[config.mk]
export PLATFORM = sky130hd
export DESIGN_NAME = carry_alu
export DESIGN_NICKNAME = d
export VERILOG_FILES = /design/src/rtl/carry_alu_pkg.sv /design/src/rtl/carry_alu_decode.sv /design/src/rtl/carry_alu_operand.sv /design/src/rtl/carry_alu_core.sv /design/src/rtl/carry_alu.sv
export SDC_FILE = /design/constraint.sdc
export NUM_CORES = 1
export LEC_CHECK = 0
export ABC_AREA = 1
export BUFFER_PORTS_ARGS = -buffer_cell sky130_fd_sc_hd__buf_2
export CAP_MARGIN = 20
export CELL_PAD_IN_SITES_DETAIL_PLACEMENT = 0
export CELL_PAD_IN_SITES_GLOBAL_PLACEMENT = 1
export CORE_MARGIN = 3
export CORE_UTILIZATION = 39
export DETAILED_ROUTE_END_ITERATION = 7
export PLACE_DENSITY = 0.95
export SLEW_MARGIN = 20
export SYNTH_ARGS = -nofsm -noshare
export SYNTH_HDL_FRONTEND = slang
export SYNTH_SLANG_ARGS = --single-unit
[constraint.sdc]
create_clock -name clk -period 7.1 [get_ports clk]
set_clock_uncertainty 0.05 [all_clocks]
set_input_delay 1.42 -clock clk [delete_from_list [all_inputs] [get_ports clk]]
set_output_delay 1.42 -clock clk [all_outputs]
set_load 0.1 [all_outputs]
[src/rtl/carry_alu_pkg.sv]
// Shared types for the carry-predicated ALU.
// Assumes flags are packed {N,Z,V,C} with C in bit 0.
package carry_alu_pkg;
    typedef enum logic [2:0] {
        OP_ADD = 3'd0,
        OP_ADC = 3'd1,
        OP_SUB = 3'd2,
        OP_SBC = 3'd3,
        OP_CMP = 3'd4,
        OP_CMC = 3'd5
    } alu_op_e;

    typedef enum logic [1:0] {
        CND_ALWAYS = 2'd0,
        CND_IF_C   = 2'd1,
        CND_IF_NC  = 2'd2,
        CND_ALT    = 2'd3
    } alu_cond_e;

    typedef struct packed {
        logic n;
        logic z;
        logic v;
        logic c;
    } alu_flags_t;
endpackage

[src/rtl/carry_alu_decode.sv]
// Operation decoder: derives width, direction, carry use, immediate
// signedness and the predication decision from the opcode and flags.
// Assumes it is purely combinational and evaluated in the issue cycle.
module carry_alu_decode
    import carry_alu_pkg::*;
(
    input  logic [2:0] op,
    input  logic       wide,
    input  logic       use_imm,
    input  logic [1:0] cond,
    input  logic       c_flag,
    output logic       narrow,
    output logic       is_sub,
    output logic       use_cin,
    output logic       sign_imm,
    output logic       exec,
    output logic       writes
);
    logic op_ok;
    logic is_cmp;
    logic cond_ok;

    // Classify the opcode and decide whether it executes.
    always_comb begin
        op_ok    = (op <= OP_CMC);
        is_cmp   = (op == OP_CMP) || (op == OP_CMC);
        use_cin  = (op == OP_ADC) || (op == OP_SBC) || (op == OP_CMC);
        is_sub   = (op == OP_SUB) || (op == OP_SBC) || is_cmp;
        narrow   = !wide || use_cin;
        sign_imm = narrow && is_cmp;
        unique case (alu_cond_e'(cond))
            CND_IF_C:  cond_ok = c_flag;
            CND_IF_NC: cond_ok = !c_flag;
            default:   cond_ok = 1'b1;
        endcase
        exec   = op_ok && (use_imm || cond_ok);
        writes = exec && !is_cmp;
    end
endmodule

[src/rtl/carry_alu_operand.sv]
// Second-operand selector: picks the register value or the immediate,
// extending the immediate by sign or by zero as the decoder requests.
// Assumes IMM_W is smaller than ADDR_W.
module carry_alu_operand #(
    parameter int ADDR_W = 24,
    parameter int IMM_W  = 7
) (
    input  logic [ADDR_W-1:0] src_b,
    input  logic [IMM_W-1:0]  imm,
    input  logic              use_imm,
    input  logic              sign_imm,
    output logic [ADDR_W-1:0] b_val
);
    localparam int EXT_W = ADDR_W - IMM_W;

    logic [EXT_W-1:0] ext_bits;

    // Form the extended immediate and choose the operand source.
    always_comb begin
        ext_bits = sign_imm ? {EXT_W{imm[IMM_W-1]}} : '0;
        b_val    = use_imm ? {ext_bits, imm} : src_b;
    end
endmodule

[src/rtl/carry_alu_core.sv]
// Fixed-width adder/subtractor with N, Z, V, C flag generation.
// Subtraction is a + ~b + ~borrow; C reports the borrow for subtract.
// Assumes W >= 2.
module carry_alu_core
    import carry_alu_pkg::*;
#(
    parameter int W = 16
) (
    input  logic [W-1:0] a,
    input  logic [W-1:0] b,
    input  logic         is_sub,
    input  logic         cin,
    output logic [W-1:0] sum,
    output alu_flags_t   flg
);
    logic [W-1:0] b_eff;
    logic         c0;
    logic [W:0]   wide_sum;

    // Add or subtract and derive the four flags at width W.
    always_comb begin
        b_eff    = is_sub ? ~b : b;
        c0       = is_sub ? ~cin : cin;
        wide_sum = {1'b0, a} + {1'b0, b_eff} + {{W{1'b0}}, c0};
        sum      = wide_sum[W-1:0];
        flg.c    = is_sub ? ~wide_sum[W] : wide_sum[W];
        flg.n    = sum[W-1];
        flg.z    = (sum == '0);
        flg.v    = (a[W-1] == b_eff[W-1]) && (sum[W-1] != a[W-1]);
    end
endmodule

[src/rtl/carry_alu.sv]
// Top of the dual-width ALU. Runs a 16-bit and a 24-bit datapath
// side by side, chooses one by the decoded width and registers the
// result, write strobe and flags. One operation per cycle, latency one.
// Assumes DATA_W < ADDR_W.
module carry_alu
    import carry_alu_pkg::*;
#(
    parameter int DATA_W = 16,
    parameter int ADDR_W = 24,
    parameter int IMM_W  = 7
) (
    input  logic              clk,
    input  logic              rst_n,
    input  logic              in_valid,
    input  logic [2:0]        op,
    input  logic              wide,
    input  logic              use_imm,
    input  logic [IMM_W-1:0]  imm,
    input  logic [ADDR_W-1:0] src_a,
    input  logic [ADDR_W-1:0] src_b,
    input  logic [1:0]        cond,
    input  logic [3:0]        flags_in,
    output logic              out_valid,
    output logic [ADDR_W-1:0] result,
    output logic              wr_en,
    output logic [3:0]        flags_out
);
    localparam int HI_W = ADDR_W - DATA_W;

    alu_flags_t        cur_flags;
    logic              narrow, is_sub, use_cin, sign_imm, exec, writes;
    logic              cin;
    logic [ADDR_W-1:0] b_val;
    logic [DATA_W-1:0] sum_lo;
    logic [ADDR_W-1:0] sum_hi;
    alu_flags_t        flg_lo, flg_hi;
    logic [ADDR_W-1:0] next_res;
    alu_flags_t        next_flg;

    assign cur_flags = alu_flags_t'(flags_in);
    assign cin       = use_cin && cur_flags.c;

    carry_alu_decode u_dec (
        .op       (op),
        .wide     (wide),
        .use_imm  (use_imm),
        .cond     (cond),
        .c_flag   (cur_flags.c),
        .narrow   (narrow),
        .is_sub   (is_sub),
        .use_cin  (use_cin),
        .sign_imm (sign_imm),
        .exec     (exec),
        .writes   (writes)
    );

    carry_alu_operand #(.ADDR_W(ADDR_W), .IMM_W(IMM_W)) u_opnd (
        .src_b    (src_b),
        .imm      (imm),
        .use_imm  (use_imm),
        .sign_imm (sign_imm),
        .b_val    (b_val)
    );

    carry_alu_core #(.W(DATA_W)) u_core_lo (
        .a      (src_a[DATA_W-1:0]),
        .b      (b_val[DATA_W-1:0]),
        .is_sub (is_sub),
        .cin    (cin),
        .sum    (sum_lo),
        .flg    (flg_lo)
    );

    carry_alu_core #(.W(ADDR_W)) u_core_hi (
        .a      (src_a),
        .b      (b_val),
        .is_sub (is_sub),
        .cin    (cin),
        .sum    (sum_hi),
        .flg    (flg_hi)
    );

    // Pick the active-width result and keep old flags when skipped.
    always_comb begin
        next_res = narrow ? {{HI_W{1'b0}}, sum_lo} : sum_hi;
        if (!exec)
            next_flg = cur_flags;
        else if (narrow)
            next_flg = flg_lo;
        else
            next_flg = flg_hi;
    end

    // Output register stage with synchronous active-low reset.
    always_ff @(posedge clk) begin
        if (!rst_n) begin
            out_valid <= 1'b0;
            wr_en     <= 1'b0;
            result    <= '0;
            flags_out <= '0;
        end else if (in_valid) begin
            out_valid <= 1'b1;
            wr_en     <= writes;
            result    <= next_res;
            flags_out <= next_flg;
        end else begin
            out_valid <= 1'b0;
            wr_en     <= 1'b0;
        end
    end
endmodule

==> qor.csv, run 1 <==
stage,metric,value,unit
outcome,status,"complete, no violations",
clocking,path_clk_slew,0.06,ns
die,core-area,8810,µm²
die,initial_core_util,40.6,%
logic_synthesis,yosysTopAreaCell,nand2_1,
detailed_routing,drt_iter0_drc,206,
timing,slew_headroom,55.4,%
pwr,design_power_total,957,µW
setup_path,start_kind,primary input,
clocking,cts_setup_buffers,0,
place,post-place-ws,2.24,ns
final_layout,drive_above_1_share,21.6,%
global_routing,antenna_found_initial,0,
setup_path,crit_fanout,17,
logic_synthesis,netlist_top_cells_count,"nand2_1, inv_1, o21ai_0",
min_path,worstHoldPathType,reg2reg,
final_layout,multi_input_area,2530,µm²
setup_path,worstSetupEndpoint,flags_out[0],
setup_path,r2r_slack,6.40,ns
final_layout,finalNonFillerCells,807,
clocking,htreeDepth,2,
timing,worst_slew_pin_slew,0.665,ns
setup_path,worstPathRequired,7.21,ns
clocking,hold_buffers,0,
timing,fin_crit_sh,64.9,%
logic_synthesis,synth_nets,698,
die,num_io_pins,99,
detailed_routing,ant_nets,0,
timing,drv_slew,0,
timing,fmax,217,MHz
place,io_buffers,98,
setup_path,worstSetupStartpoint,op[1],
clocking,clock_latency,0.27,ns
pwr,ir_worst_vdd,0.0000966,V
place,place_inst,799,
logic_synthesis,synth_seq_cells,30,
pwr,leakage,0.00249,µW
logic_synthesis,synth-main-ff-cell,dfxtp_1,
logic_synthesis,syn-cell-area,3570,µm²
place,gp_congestion,0.892,
logic_synthesis,synth_area_leaders,"nand2_1, dfxtp_1, inv_1",
logic_synthesis,syn_area_per_cell,5.93,µm²
detailed_routing,detail_route.wl_per_cell,12.6,µm
detailed_routing,avgViaCountPerCell,4.84,
setup_path,r2r_end,flags_out[2],
setup_path,r2r_cells,2,
global_routing,grt_max_degree,28,
setup_path,worstSetupPathType,in2reg,
die,die-height,102,µm
timing,report.final.hold_viol_count,0,
global_routing,track_usage,20.0,%
timing,tns,0,ns
logic_synthesis,synthArstFlopShare,0,%
logic_synthesis,synth_top_area_share,22.2,%
clocking,cts_resized,0,
detailed_routing,drtPass1Iterations,4,
global_routing,grt_first_pass_wirelength,16600,µm
die,std_cell_rows,34,
detailed_routing,wl,10200,µm
setup_path,endpoint_kind,flip-flop,
timing,layout_setup_ws,2.49,ns
timing,period_minus_slack,4.61,ns
job,maxCapViolCount,0,
place,dpl.hpwl,8950,µm
setup_path,worstPathArrival,4.72,ns
final_layout,areaGrowthSynthToFinish,18.9,%
logic_synthesis,yosys.cell_types.count,37,
logic_synthesis,yosysMostFrequentCell,nand2_1,
logic_synthesis,yosys_warnings,0,
logic_synthesis,synth-edff-count,0,
global_routing,grt_pass1_vias,3503,
global_routing,grt_overflow,0,
setup_path,rr_startpoint,flags_out[2],
logic_synthesis,synthCells,602,
logic_synthesis,synth-seq-area-share,16.8,%
final_layout,seq_area,601,µm²
detailed_routing,drc,0,
final_layout,nets,794,
die,dieArea,10300,µm²
timing,rsz0062_at_grt,no,
die,die_w,102,µm
final_layout,n_antenna_cell,0,
pwr,p_per_area,225,nW/µm²
clocking,numCtsBuffers,5,
detailed_routing,num_vias,3904,
timing,setup_viol,0,
clocking,cts.path.max_buffers,2,
clocking,cts_root_buf,clkbuf_8,
clocking,clock-sinks,30,
final_layout,fillerInstances,976,
clocking,cts_tree,yes,
## report_power, final
part	internal, µW	total [µW]	leakage, µW	switching [µW]
Sequential	189	198	0.000247	9.48
Clock	78.0	137	0.0000482	58.8
Combinational	170	622	0.00219	452
Total	437	957	0.00249	520
## sequential cells by signal, summed over array words and instances (netlist names)
name / flops
result: 24
flags_out: 4
out_valid: 1
wr_en: 1
## metrics by stage
step,hold slack (ns),cell area [µm²],util [%]
finish,0.402,4250,48.2
global route,0.416,4250,48.2
global placement,0.385,4160,47.2
CTS,0.406,4250,48.2
detailed placement,0.392,4160,47.2
floorplan,0.846,3570,-
## cell usage in the layout (no fill, tap or decap), drive strengths merged
master,netlist,layout
ha,25,25
nor2,38,38
o21ai,39,39
mux2,1,1
a21oi,16,16
xor2,27,27
inv,104,104
o31ai,1,1
nand4,7,7
mux2i,5,5
clkbuf,6,7
nand3b,6,6
nand2,232,232
nor3,3,3
nand3,36,36
o211ai,3,3
or2,2,2
xnor2,3,3
buf,3,98
and2,3,3
fa,2,2
a22o,7,7
clkinv,2,3
a21boi,1,1
dfxtp,30,30
## critical path, stage by stage
cell and delay [ns]:
buf_2 0.11, nand2_1 0.08, nand2_1 0.07, nand2_1 0.14, inv_1 0.15, o31ai_4 0.56, o21ai_0 0.24, xor2_1 0.19
ha_1 0.45, nand2_1 0.10, inv_1 0.08, nand2_1 0.09, nor3_1 0.22, nand2_2 0.11, nand2_2 0.10, o21ai_0 0.13
nand3_1 0.11, nand2_1 0.05, o21ai_0 0.23, nand2_1 0.07
## metal layers
layer | vias up | part of all wire (%) | global-route usage (%) | wire (µm)
met5 | - | 0 | 0 | 0
met4 | 0 | 0.62 | 3.37 | 63
met3 | 5 | 4.6 | 1.58 | 468
met2 | 91 | 45 | 33.0 | 4580
met1 | 1743 | 50 | 28.8 | 5070
li1 | 2065 | - | - | -
## worst min-delay path by stage
stage,cells after the start,startpoint,to,slack [ns]
4_1_cts,2,flags_out[0],flags_out[0],0.41
3_3_place_gp,2,flags_out[0],flags_out[0],0.39
3_5_place_dp,2,flags_out[1],flags_out[1],0.39
2_1_floorplan,2,flags_out[0],flags_out[0],0.85
6_report,2,flags_out[0],flags_out[0],0.40
5_1_grt,2,flags_out[1],flags_out[1],0.42
## final cells by class
type,count,share of cell area [%]
clock buffers,7,2.03
clock inverters,1,0.118
inverters,106,9.37
multi-input cells,457,59.6
flip-flops and latches,30,14.1
well taps,108,3.18
repair buffers,98,11.5
## kinds of logic (layout without fill, tap and decap cells)
family,after synthesis,in the layout,share of synthesized area (%)
simple gates,327,327,40.9
buf+inv,115,212,12.3
compound gates,67,67,11.1
xor+xnor,30,30,7.36
flops,30,30,16.8
fa+ha+maj,27,27,9.88
mux,6,6,1.72
Note: power is estimated with default switching activity, not from simulation.
==> run 2: changes to the inputs <==
--- a/config.mk
+++ b/config.mk
@@ -11,9 +11,9 @@
 export CELL_PAD_IN_SITES_DETAIL_PLACEMENT = 0
 export CELL_PAD_IN_SITES_GLOBAL_PLACEMENT = 1
 export CORE_MARGIN = 3
-export CORE_UTILIZATION = 39
+export CORE_UTILIZATION = 33
 export DETAILED_ROUTE_END_ITERATION = 7
-export PLACE_DENSITY = 0.95
+export PLACE_DENSITY = 0.87
 export SLEW_MARGIN = 20
 export SYNTH_ARGS = -nofsm -noshare
 export SYNTH_HDL_FRONTEND = slang
==> constraint.sdc (replaced) <==
create_clock -name clk -period 4.1 [get_ports clk]
set_clock_uncertainty 0.05 [all_clocks]
set_input_delay 0.82 -clock clk [delete_from_list [all_inputs] [get_ports clk]]
set_output_delay 0.82 -clock clk [all_outputs]
set_load 0.1 [all_outputs]
==> run 2 against run 1 <==
Clock power increased by 110%. Largest cell class unchanged. Wire length increased by 6.3%. Via count increased by 0.92%. First-iteration DRC count increased by 19%.
==> qor.csv, run 2 (synthesis results as in run 1) <==
stage,metric,value,unit
outcome,status,"complete, no violations",
pwr,leakage,0.00252,µW
final_layout,layout_common_cells,"nand2_1, inv_1, buf_2, o21ai_0, dfxtp_1",
final_layout,areaGrowthSynthToFinish,21.7,%
setup_path,slowest_delay,0.38,ns
clocking,path_clk_slew,0.06,ns
place,gp_congestion,0.921,
timing,worst_slew_pin_slew,0.711,ns
final_layout,final_common_cell,nand2_1,
final_layout,nets,797,
final_layout,n_antenna_cell,0,
clocking,cts_root_buf,clkbuf_8,
global_routing,antenna_found_initial,0,
global_routing,grt_pass1_vias,3733,
setup_path,worstPathArrival,3.80,ns
setup_path,start_kind,primary input,
final_layout,fin_util,41.7,%
final_layout,regMostFlops,result,
clocking,clock-sinks,30,
timing,report.final.hold_viol_count,0,
job,maxCapViolCount,0,
timing,setup_viol,0,
die,die-height,110,µm
clocking,cts_tree,yes,
die,num_io_pins,99,
global_routing,grt_first_pass_wirelength,17400,µm
setup_path,path_buf_inv,5,
timing,slew_headroom,52.3,%
detailed_routing,wl,10800,µm
detailed_routing,drtPass1Iterations,4,
clocking,cts.path.max_buffers,2,
timing,layout_setup_ws,0.467,ns
timing,period_minus_slack,3.63,ns
final_layout,drive_above_1_share,22.1,%
die,die_w,110,µm
detailed_routing,detail_route.wl_per_cell,12.9,µm
clocking,cts_resized,0,
detailed_routing,num_vias,3940,
detailed_routing,ant_nets,0,
global_routing,grt_overflow,0,
timing,holdWs,0.402,ns
timing,rsz0062_at_grt,no,
setup_path,cpLargestDelayFamily,simple AND/OR/NAND/NOR gates,
min_path,worstHoldPathType,reg2reg,
detailed_routing,drc,0,
setup_path,crit_fanout,5,
timing,fmax,275,MHz
clocking,cts_setup_buffers,0,
die,initial_core_util,34.3,%
final_layout,top_regs,"result x24, flags_out x4",
place,dpl.hpwl,9470,µm
clocking,htreeDepth,2,
final_layout,fin_area,4350,µm²
die,dieArea,12100,µm²
global_routing,track_usage,18.0,%
timing,tns,0,ns
pwr,ir_worst_vdd,0.000262,V
setup_path,worstSetupPathType,in2reg,
detailed_routing,avgViaCountPerCell,4.70,
place,place_area,4240,µm²
setup_path,endpoint_kind,flip-flop,
place,io_buffers,98,
pwr,p_per_area,397,nW/µm²
final_layout,largest_reg_flops,24,
die,std_cell_rows,37,
setup_path,crit_top_cell,nand2_1,
timing,drv_slew,0,
clocking,numCtsBuffers,5,
clocking,hold_buffers,0,
setup_path,worstPathRequired,4.27,ns
place,post-place-ws,0.169,ns
setup_path,path_cells,buf_2 -> inv_1 -> or2_1 -> nand2_1 -> inv_2 -> xor2_1 -> fa_1 -> inv_1 -> fa_1 -> inv_1 -> nand2_1 -> nand2_1 -> nand3_1 -> nand2_1 -> nand3_1 -> nand3_1 -> nand2_1 -> nor2_1 -> nand3_1 -> nor2_1 -> nand2_1 -> a21oi_2,
timing,fin_crit_sh,88.6,%
global_routing,grt_max_degree,28,
die,core-area,10400,µm²
clocking,clock_latency,0.28,ns
detailed_routing,drt_iter0_drc,246,
setup_path,slowest_stage,fa_1,
run 2: changes by cell type in the layout (fill, tap and decap cells not counted), sizes merged:
cell,before,now
clkbuf,7,5
bufinv,0,1
clkinv,3,4
buf,98,101
run 2: per-layer routing:
metal  share of wire, %  vias to the layer above  track usage (%)  routed length (µm)
li1                   -                     2069                -                   -
met1                 49                     1762             24.3                5270
met2                 45                       97             30.7                4920
met3                4.5                       12             1.92                 486
met4                1.3                        0             4.54                 142
met5                  0                        -                0                   0
run 2: area by class of cell:
type / instances / area (µm²)
clock buffer: 5 / 68.8
clock inverter: 3 / 40.0
fill: 1149 / 6070
inverter: 106 / 398
multi-input combinational: 457 / 2530
sequential: 30 / 601
tap: 136 / 170
timing repair buffer: 101 / 538
run 2: final timing paths:
| path | start | to | slack (ns) | depth (start not counted) |
|---|---|---|---|---|
| worst min-delay path | flags_out[1] | flags_out[1] | 0.40 | 2 |
| worst min register to register | flags_out[1] | flags_out[1] | 0.40 | 2 |
| worst max-delay path | op[2] | flags_out[2] | 0.47 | 22 |
| worst max register to register | flags_out[2] | flags_out[2] | 3.39 | 2 |
run 2: power breakdown:
| part | switching (µW) | internal (µW) | leakage (µW) |
|---|---|---|---|
| Clock | 111 | 178 | 0.0000579 |
| Combinational | 791 | 301 | 0.00222 |
| Sequential | 17.2 | 327 | 0.000247 |
| Total | 919 | 806 | 0.00252 |
run 2: stage by stage:
step | instances | total power [µW]
final | 838 | 1730
after global routing | 838 | 1860
after CTS | 838 | 1730
after detailed placement | 830 | 1440
after global placement | 830 | 1440
after floorplan | 602 | 1180
run 2: worst register-to-register path, delay by kind of cell, from the launching register on:
| kind | cells | cell delay, ns |
|---|---|---|
| flops | 1 | 0.31 |
| compound gates | 2 | 0.24 |
==> run 3: changes to the inputs <==
--- a/config.mk
+++ b/config.mk
@@ -13,7 +13,7 @@
 export CORE_MARGIN = 3
 export CORE_UTILIZATION = 33
 export DETAILED_ROUTE_END_ITERATION = 7
-export PLACE_DENSITY = 0.87
+export PLACE_DENSITY_LB_ADDON = 0.15
 export SLEW_MARGIN = 20
 export SYNTH_ARGS = -nofsm -noshare
 export SYNTH_HDL_FRONTEND = slang
==> constraint.sdc (replaced) <==
create_clock -name clk -period 4.1 [get_ports clk]
set_clock_uncertainty 0.05 [all_clocks]
set_input_delay 0.41 -clock clk [delete_from_list [all_inputs] [get_ports clk]]
set_output_delay 0.41 -clock clk [all_outputs]
set_load 0.1 [all_outputs]
==> run 3 against run 2 <==
Global-route usage increased by 0.54 points. Flip-flop and latch count unchanged. Combinational power about the same. Sequential power about the same. Fmax increased by 7.4%. Count of clock-buffer cells in the layout increased by 3. Via count decreased by 0.51%. Critical path depth decreased by 1. Critical endpoint is now flags_out[1]. Largest power group unchanged.
==> qor.csv, run 3 (synthesis results as in run 1) <==
stage,metric,value,unit
die,dieArea,12100,µm²
final_layout,nets,799,
detailed_routing,avgViaCountPerCell,4.67,
detailed_routing,detail_route.wl_per_cell,13.1,µm
clocking,clock-sinks,30,
timing,tns,0,ns
final_layout,largest_reg_flops,24,
setup_path,crit_fanout,10,
final_layout,areaGrowthSynthToFinish,21.5,%
clocking,cts.path.max_buffers,2,
clocking,path_clk_slew,0.06,ns
detailed_routing,wl,11000,µm
clocking,clock_latency,0.27,ns
timing,layout_setup_ws,0.717,ns
clocking,hold_buffers,0,
setup_path,worstSetupPathType,in2reg,
timing,drv_slew,0,
place,post-place-ws,0.402,ns
min_path,worstHoldPathType,in2reg,
pwr,p_per_area,394,nW/µm²
setup_path,endpoint_kind,flip-flop,
job,maxCapViolCount,0,
global_routing,grt_first_pass_wirelength,17700,µm
global_routing,track_usage,18.6,%
timing,slew_headroom,53.1,%
detailed_routing,drtPass1Iterations,4,
setup_path,slowest_delay,0.42,ns
global_routing,grt_pass1_vias,3695,
place,io_buffers,98,
clocking,numCtsBuffers,5,
detailed_routing,drc,0,
setup_path,crit_top_cell,nand2_1,
die,num_io_pins,99,
detailed_routing,num_vias,3920,
clocking,htreeDepth,2,
pwr,leakage,0.00252,µW
die,std_cell_rows,37,
timing,fin_crit_sh,82.5,%
final_layout,layout_common_cells,"nand2_1, inv_1, buf_2, o21ai_0, dfxtp_1",
final_layout,top_regs,"result x24, flags_out x4",
global_routing,antenna_found_initial,0,
setup_path,path_cells,buf_2 -> nand2_1 -> nand2_1 -> nand2_1 -> inv_1 -> o31ai_4 -> buf_4 -> o21ai_0 -> xor2_1 -> ha_1 -> nand2_1 -> inv_1 -> nand2_1 -> nand2_1 -> a21oi_1 -> nand3_2 -> or2_0 -> nand4_1 -> nand3_1 -> o211ai_1 -> nand2_1,
timing,period_minus_slack,3.38,ns
setup_path,slowest_stage,o31ai_4,
place,gp_congestion,0.879,
setup_path,start_kind,primary input,
die,die-height,110,µm
final_layout,drive_above_1_share,22.3,%
outcome,status,"complete, no violations",
die,initial_core_util,34.3,%
clocking,cts_setup_buffers,0,
detailed_routing,ant_nets,0,
clocking,cts_tree,yes,
clocking,cts_resized,0,
pwr,design_power_total,1710,µW
global_routing,grt_overflow,0,
clocking,cts_root_buf,clkbuf_8,
timing,fmax,296,MHz
final_layout,n_antenna_cell,0,
timing,worst_slew_pin_slew,0.700,ns
global_routing,grt_max_degree,28,
timing,rsz0062_at_grt,no,
timing,setup_viol,0,
pwr,ir_worst_vdd,0.000285,V
final_layout,regMostFlops,result,
place,dpl.hpwl,9770,µm
detailed_routing,drt_iter0_drc,165,
die,core-area,10400,µm²
setup_path,worstPathRequired,4.22,ns
setup_path,worstPathArrival,3.50,ns
timing,report.final.hold_viol_count,0,
final_layout,final_common_cell,nand2_1,
die,die_w,110,µm
run 3: cell count changes in the layout (fill, tap and decap cells not counted), sizes merged:
cell    delta
buf        +2
bufinv     -1
clkbuf     +3
clkinv     -2
run 3: final cells by class:
type,count,area [µm²]
clock buffer,8,110
fill,1210,6080
inverter,106,398
multi-input combinational,457,2530
sequential,30,601
tap,136,170
timing repair buffer,103,528
run 3: path summary, 6_finish.rpt:
kind | slack, ns | start | cells after the start | to
hold reg to reg | 0.40 | flags_out[3] | 2 | flags_out[3]
hold / removal | 0.34 | flags_in[1] | 3 | flags_out[1]
setup / recovery | 0.72 | op[1] | 21 | flags_out[1]
setup reg to reg | 3.35 | flags_out[2] | 2 | flags_out[2]
run 3: per-layer routing:
layer | part of all wire [%] | vias up | track usage (%)
li1 | - | 2072 | -
met1 | 51 | 1761 | 26.9
met2 | 44 | 84 | 30.4
met3 | 4.9 | 3 | 1.22
met4 | 0.26 | 0 | 3.74
met5 | 0 | - | 0
run 3: report_power, final:
| part | total (µW) | leakage, µW | switching (µW) | internal [µW] |
|---|---|---|---|---|
| sequential | 344 | 0.000247 | 16.6 | 327 |
| clock | 273 | 0.0000575 | 104 | 169 |
| combinational | 1090 | 0.00222 | 794 | 299 |
| total | 1710 | 0.00252 | 914 | 795 |
run 3: worst max-delay path: cells and delay by family:
family | cells | cell delay, ns
AND/OR/NAND/NOR | 11 | 1.18
AO/OA/AOI/OAI | 4 | 0.86
buffers and inverters | 4 | 0.54
adder cells (fa/ha/maj) | 1 | 0.36
XOR/XNOR | 1 | 0.16
run 3: through the flow:
| stage | instances | instance area, µm² | hold slack [ns] | utilization [%] |
|---|---|---|---|---|
| 3_3_place_gp | 832 | 4230 | 0.385 | 40.6 |
| 2_1_floorplan | 602 | 3570 | 0.514 | - |
| 5_1_grt | 840 | 4340 | 0.345 | 41.7 |
| 6_report | 840 | 4340 | 0.336 | 41.7 |
| 4_1_cts | 840 | 4340 | 0.331 | 41.7 |
| 3_5_place_dp | 832 | 4230 | 0.389 | 40.6 |
